$ cat config.mk
export PLATFORM = sky130hd
export DESIGN_NAME = rx_fifo_ovr
export DESIGN_NICKNAME = d
export VERILOG_FILES = /design/src/rtl/rx_fifo_ovr.sv
export SDC_FILE = /design/constraint.sdc
export NUM_CORES = 1
export LEC_CHECK = 0
export ABC_CLOCK_PERIOD_IN_PS = 3000
export BUFFER_PORTS_ARGS = -buffer_cell sky130_fd_sc_hd__buf_2
export CAP_MARGIN = 20
export CORE_MARGIN = 5
export CORE_UTILIZATION = 44
export DETAILED_ROUTE_END_ITERATION = 10
export GPL_TIMING_DRIVEN = 0
export PLACE_DENSITY_LB_ADDON = 0.15
export SYNTH_ARGS = -nofsm -noshare
export SYNTH_HDL_FRONTEND = slang
export SYNTH_SLANG_ARGS = --single-unit
export TNS_END_PERCENT = 20
$ cat constraint.sdc
create_clock -name clk -period 3 [get_ports clk]
set_input_delay 0 -clock clk [delete_from_list [all_inputs] [get_ports clk]]
set_output_delay 0 -clock clk [all_outputs]
set_load 0.01 [all_outputs]
$ cat src/rtl/rx_fifo_ovr.sv
module rx_fifo_ovr #(
  parameter int DATA_W = 8,
  parameter int DEPTH  = 16,
  localparam int AW = $clog2(DEPTH),
  localparam int LW = $clog2(DEPTH + 1)
) (
  input  logic              clk,
  input  logic              rst_n,
  input  logic              rx_strobe,
  input  logic [DATA_W-1:0] rx_byte,
  input  logic              rx_enable,
  input  logic              reg_sel,
  input  logic              reg_rd,
  input  logic              reg_wr,
  input  logic [15:0]       reg_wdata,
  output logic [15:0]       reg_rdata,
  output logic [LW-1:0]     fifo_level,
  output logic              fifo_empty,
  output logic              fifo_full,
  output logic [15:0]       lsr_value,
  output logic              rx_halt
);

  logic [DATA_W-1:0] mem [DEPTH];
  logic [AW-1:0]     wp, rp;
  logic [LW-1:0]     cnt;
  logic              ovr, armed;

  wire full    = (cnt == LW'(DEPTH));
  wire empty   = (cnt == '0);
  wire rx_take = rx_strobe & rx_enable;
  wire push    = rx_take & ~full & ~ovr;
  wire set_ovr = rx_take & full;
  wire pop     = reg_rd & ~reg_sel & ~empty;
  wire stat_rd = reg_rd & reg_sel;
  wire stat_wr = reg_wr & reg_sel;
  wire clr     = stat_wr & ~reg_wdata[0] & armed;

  logic unused_wbits;
  assign unused_wbits = ^reg_wdata[15:1];

  function automatic logic [AW-1:0] nxt(input logic [AW-1:0] p);
    return (p == AW'(DEPTH - 1)) ? '0 : p + 1'b1;
  endfunction

  always_ff @(posedge clk)
    if (push) mem[wp] <= rx_byte;

  always_ff @(posedge clk or negedge rst_n)
    if (!rst_n) begin
      wp  <= '0;
      rp  <= '0;
      cnt <= '0;
    end else begin
      if (push) wp <= nxt(wp);
      if (pop)  rp <= nxt(rp);
      case ({push, pop})
        2'b10:   cnt <= cnt + 1'b1;
        2'b01:   cnt <= cnt - 1'b1;
        default: cnt <= cnt;
      endcase
    end

  always_ff @(posedge clk or negedge rst_n)
    if (!rst_n) begin
      ovr   <= 1'b0;
      armed <= 1'b0;
    end else begin
      if (set_ovr)  ovr <= 1'b1;
      else if (clr) ovr <= 1'b0;
      if (set_ovr || clr)   armed <= 1'b0;
      else if (stat_rd && ovr) armed <= 1'b1;
    end

  assign lsr_value  = {15'b0, ovr};
  assign reg_rdata  = reg_sel ? lsr_value : (empty ? 16'h0000 : 16'(mem[rp]));
  assign fifo_level = cnt;
  assign fifo_empty = empty;
  assign fifo_full  = full;
  assign rx_halt    = ovr;

  AST_NO_OVERFLOW: assert property (@(posedge clk) disable iff (!rst_n)
    cnt <= LW'(DEPTH));
  AST_SET_ON_FULL: assert property (@(posedge clk) disable iff (!rst_n)
    (rx_strobe && rx_enable && fifo_full) |=> lsr_value[0]);
  AST_DROP_KEEPS_LEVEL: assert property (@(posedge clk) disable iff (!rst_n)
    (rx_strobe && rx_enable && fifo_full && !(reg_rd && !reg_sel)) |=> $stable(fifo_level));
  AST_HALT_NO_STORE: assert property (@(posedge clk) disable iff (!rst_n)
    (rx_halt && !(reg_rd && !reg_sel)) |=> $stable(fifo_level));
  AST_WR1_NO_SET: assert property (@(posedge clk) disable iff (!rst_n)
    (!lsr_value[0] && !(rx_strobe && rx_enable && fifo_full)) |=> !lsr_value[0]);
  AST_NO_CLEAR_UNARMED: assert property (@(posedge clk) disable iff (!rst_n)
    (lsr_value[0] && !armed) |=> lsr_value[0]);
  AST_DISABLED_IGNORED: assert property (@(posedge clk) disable iff (!rst_n)
    (!rx_enable && !(reg_rd && !reg_sel)) |=> $stable(fifo_level));

endmodule

* Word-level counts from Yosys, hierarchy flattened
Memory sizes are Yosys's and may differ from the RTL's.
Cells that the tools add are included.
** Storage, ports and cells
- Flip-flop bits (word level) :: 15
- Memory bits (writable) :: 128
- Input port bits :: 31
- Output and inout bits :: 40
- Memories kept :: 1
** Memories
- mem :: words 16, width 8, rd ports 1, clocked after memory_dff 0, wr ports 1, RTL line 24 : logic [DATA_W-1:0] mem [DEPTH];
** Cells by class
- $add $sub $neg :: 4
- Equal/unequal tests :: 5
- Mux-type cells :: 11
- Bitwise logic cells :: 15
- Reduce and logical (&&, ||, !) cells :: 6
** Operator list (number)
- $mux W8 :: 2
- $and A1 B1 Y1 :: 10
- $pmux W5 S2 :: 1
- $add A4 B1 Y4 const B :: 2
- $eq A4 B4 Y1 const B :: 2
- $mux W4 :: 2
- $mux W1 :: 6
- $reduce_bool A2 Y1 :: 3
- $add A5 B1 Y5 const B :: 1
- $eq A5 B5 Y1 const B :: 1
- $logic_not A5 Y1 :: 1
- $not A1 Y1 :: 5
- $sub A5 B1 Y5 const B :: 1
- $eq A2 B1 Y1 const B :: 1
- $eq A2 B2 Y1 const B :: 1
- $logic_and A1 B1 Y1 :: 1
- $logic_or A1 B1 Y1 :: 1

* Logic depth before layout (Yosys ltp)
- Depth in word-level cells :: 6
- Gate-level depth with buffers :: 12
- Mapped depth without buffers :: 10

* Worst setup path after synthesis
OpenSTA, ideal clock, no wires.
- Kind :: register to register
- From :: reg cnt[1] (netlist: fifo_level[1])
- To :: reg cnt[4] (netlist: fifo_level[4])
- Setup time :: 0.080 ns
- Data arrival time :: 2.554 ns
- Setup slack :: 0.366 ns
- Stages on the path, launching flop included :: 12
- Clock period less this slack :: 2.634 ns
- Path through :: dfrtp_1 -> buf_2 -> nor3_2 -> a211oi_1 -> ha_1 -> clkbuf_1 -> xor2_1 -> ha_1 -> o21a_1 -> o21a_1 -> o32ai_1 -> xor2_1
** On the way
- Elaborated cells on any way between the ends :: 13
- Classes of those cells :: add/sub (2); eq/ne (3); mux (1); bitwise (5); reduce/logical (2)
** RTL lines
- start, declared :: RTL line 26 : logic [LW-1:0] cnt;
- start signal, assigned :: RTL line 58 : 2'b10: cnt <= cnt + 1'b1;
- start signal, assigned :: RTL line 59 : 2'b01: cnt <= cnt - 1'b1;
- start signal, assigned :: RTL line 60 : default: cnt <= cnt;
- $logic_not A5 Y1 (*) :: RTL line 30 : wire empty = (cnt == '0);
- $not A1 Y1 (*) :: RTL line 34 : wire pop = reg_rd & ~reg_sel & ~empty;
- $and A1 B1 Y1 (*) :: RTL line 34
- net pop :: RTL line 34
- $eq A2 B1 Y1 / $eq A2 B2 Y1 (equally long branches) :: RTL line 57 : case ({push, pop})
- $pmux W5 S2 / $reduce_bool A2 Y1 (equally long branches)
The timed path passes the listed nets; every way through them passes the cells marked *.
A chain may end at the register's enable or synchronous reset.

* Worst setup path in the final report
- From :: reg cnt[1] (netlist: fifo_level[1])
- To :: reg cnt[4] (netlist: fifo_level[4])
** On the way
- Word-level cells in the longest chain between the ends :: 6
- Elaborated cells on any way between the ends :: 13
- Classes of those cells :: add/sub (2); eq/ne (3); mux (1); bitwise (5); reduce/logical (2)
** Ends and longest elaborated chain
- $eq A5 B5 Y1 :: RTL line 29 : wire full = (cnt == LW'(DEPTH));
- $not A1 Y1 :: RTL line 32 : wire push = rx_take & ~full & ~ovr;
- $and A1 B1 Y1 (2 in series) :: RTL line 32
- $eq A2 B1 Y1 / $eq A2 B2 Y1 (equally long branches) :: RTL line 57
- $pmux W5 S2 / $reduce_bool A2 Y1 (equally long branches)
Several ways; a longest one is shown, not always the timed one.

==> flow_summary_export.csv <==
group,metric,value,unit
clock_tree,tritoncts_num_sinks,143,
grt,grt_start_max_net_pins,17,
drt,first_pass_iters,5,
die,die_height,127.6,um
clock_tree,tritoncts,"yes",
synth,synth_edf_count,128,
sta,report.final.setup_viol,0,
clock_tree,register_clock_pin_slew_on_the_reported_worst_setup_and_hold_paths,0.06,ns
die,core-area,13720,um^2
die,die_area,16280,um^2
synth,synth_top_area_frac,0.6317,
clock_tree,cts-root-to-sink-buffers,2,
cells_and_area,layout.cell_area.non_filler,7397,um^2
placed_design,placedInstanceArea,6608,um^2
sta,tightestPinTransition,0.6711,ns
cells_and_area,post_synthesis_to_final_layout_area_growth,21.57,%
drt,count_of_nets_left_with_antenna_violations_after_detail_routing,0,
critical_path,required,3.34,ns
critical_path,crit_path_start,"fifo_level[1]",
min_path,hold_wc_path_type,"primary input to async pin",
grt,wire_length_of_the_first_global_routing_pass,19.51,mm
sta,max_clock_freq,0.3636,GHz
cells_and_area,design.final.nets,475,
grt,grt_pass1_vias,3279,
drt,routed_wirelength,12.49,mm
cells_and_area,fillerInstances,1103,
sta,skew,0.008172,ns
synth,synth_area_leader_cell,"edfxtp_1",
critical_path,setup.worst_path.start_class,"register",
critical_path,r2r.worst_path.cells,12,
clock_tree,number_of_buffers_created_by_cts,17,
drt,drt-vias-per-instance,5.245,
cells_and_area,insertedDiodeCount,0,
critical_path,crit_type,"register to register",
power,vdd_ir_drop_max,420.0,uV
grt,grt_overflow_total,0,
critical_path,timing.critical_path.to_type,"register",
power,post-layout-total-power,0.006573,W
placed_design,place.gp.congestion,0.7758,
synth,yosys-top-cells-area,"edfxtp_1 (63%), mux4_2 (11%), dfrtp_1 (6.2%), buf_4 (3.0%), ha_1 (1.9%)",
critical_path,worst-path-max-fanout,8,
synth,post-synth-top-count-cell,"edfxtp_1",
critical_path,r2r-end,"fifo_level[4]",
clock_tree,clock_tree.htree_level_count,4,
die,num_io_pins,71,
cells_and_area,final_layout_size_suffix_gt1_frac,0.3147,
drt,wl_per_cell,19.88,um
synth,synth_ff_type,"edfxtp_1",
drt,num_vias,3294,
critical_path,timing.reg2reg.setup_slack,0.25,ns
clock_tree,cts.root.buffer_cell,"clkbuf_16",
drt,detailedRoute.firstIterationViolations,320,
sta,hold_ws,0.02665,ns
synth,synthesis.area,6085,um^2
clock_tree,clock_latency,0.42,ns
synth,netlist_instances,340,
power,p_leak,2.680,nW
drt,drc,0,
grt,track_usage,0.1660,
synth,yosysSeqAreaShare,0.6934,
placed_design,dp_hpwl,8.246,mm
synth,synth.ff_latch_count,143,
synth,synth.yosys.warnings,0,
synth,ys_top_cells_by_count,"edfxtp_1 (128), mux4_2 (31), buf_4 (24), dfrtp_1 (15), a22oi_1 (14)",
sta,timing.final.hold_violations,0,
synth,synthDistinctLibCells,45,
die,die_width,127.6,um
placed_design,port_buffers,32,
sta,timing.setup.tns,0,ns
outcome,run_status,"finished, final reports clean",
sta,final_max_slew_viol_count,0,
critical_path,worst_ep_arrival_time,3.09,ns
power,power_per_cell_area,888.6,nW/um^2
die,std_cell_rows,43,
grt,antenna_found_initial,0,
sta,period_share,0.9169,
sta,maxSlewHeadroom,0.5526,
synth,postSynth.asyncResetShare,0.1049,
critical_path,critical_path.reg2reg.startpoint,"fifo_level[1]",
synth,synthesis.area_per_instance,17.90,um^2
flow_run,max-cap-violations,0,
sta,finalCriticalPeriod,2.751,ns
die,initial_core_util,0.4435,
cells_and_area,fin_util,0.5392,
-- registers in the layout (all words and copies together) (netlist names) --
name        cells
mem           128
fifo_level      5
rp              4
wp              4
armed           1
rx_halt         1
-- worst max-delay path by stage --
stage,cells past startpoint,endpoint
floorplan,11,fifo_level[4]
CTS,12,fifo_level[4]
finish,12,fifo_level[4]
global placement,4,mem[1][4]
global route,12,fifo_level[4]
detailed placement,11,fifo_level[4]
-- metal layers --
metal  vias to the layer above  global-route usage  wire [um]
met1                      1660              0.2331       5544
met3                        19             0.04013        784
met4                         0             0.06367        206
met5                         -                   0          0
li1                       1511                   -          -
met2                       104              0.2530       5952
-- worst max-delay path: stages (launching register included) --
cell	delay, ns
dfrtp_1	0.37
buf_2	0.17
nor3_4	0.33
a311oi_4	0.19
inv_4	0.16
ha_1	0.19
clkbuf_1	0.26
xor2_1	0.11
ha_1	0.23
o21a_1	0.17
o21a_1	0.16
o32ai_1	0.16
xor2_1	0.17
-- layout make-up --
cell class	instances	area, um^2	area share
Buffer	41	252.7	0.03417
Clock buffer	19	432.9	0.05853
Clock inverter	13	170.2	0.02300
Inverter	6	25.02	0.003383
Multi-Input combinational cell	172	1707	0.2307
Sequential cell	143	4219	0.5704
Tap cell	180	225.2	0.03045
Timing Repair Buffer	54	365.4	0.04939
-- report_power, final --
| part | total (W) | internal (W) | switching [W] |
|---|---|---|---|
| clock network | 0.00214 | 0.00138 | 0.000764 |
| registers | 0.00249 | 0.00235 | 0.000132 |
| logic | 0.00195 | 0.000895 | 0.00105 |
-- cell usage in the layout, fill, tap and decap left out, types with 3 or more instances in the layout --
master	n
nor2_1	6
a21oi_1	11
dlygate4sd3_1	16
xor2_1	5
buf_4	30
conb_1	23
nor4b_2	4
bufinv_16	4
xnor2_1	3
inv_1	5
ha_1	9
nand3_1	3
mux4_2	31
and3_1	7
a22oi_1	14
o21ai_0	5
mux2_2	3
clkinvlp_4	3
and2_1	11
clkbuf_1	10
dfrtp_1	15
nand2_1	5
clkinv_2	4
edfxtp_1	128
buf_2	39
nor2b_1	4
clkbuf_16	17
-- cells by family (layout without fill, tap and decap cells) --
family / after synthesis / count (layout) / share of synthesized area
DFF: 143 / 143 / 0.6934
and+or+nand+nor: 51 / 51 / 0.05326
buffers and inverters: 47 / 133 / 0.04565
AOI/OAI and AO/OA: 46 / 46 / 0.05511
muxes: 35 / 35 / 0.1219
adders and majority gates: 9 / 9 / 0.01851
xor gates and xnor gates: 8 / 8 / 0.01152
other: 1 / 23 / 0.0006163
-- repair_timing --
action,CTS,global route
setup buffers,0,2
hold buffers,16,0
pin swaps,0,1
resized for setup,1,1
endpoints found under the hold margin,132,0
endpoints found under the setup margin,2,2
-- stage by stage --
stage,std cells,worst slack [ns]
after floorplan,362,0.3662
after CTS,626,0.05148
after detailed placement,578,-0.06181
final,628,0.2494
after global routing,628,-0.004779
after global placement,574,-0.4226
No activity file was read; power rests on OpenSTA's default activity.
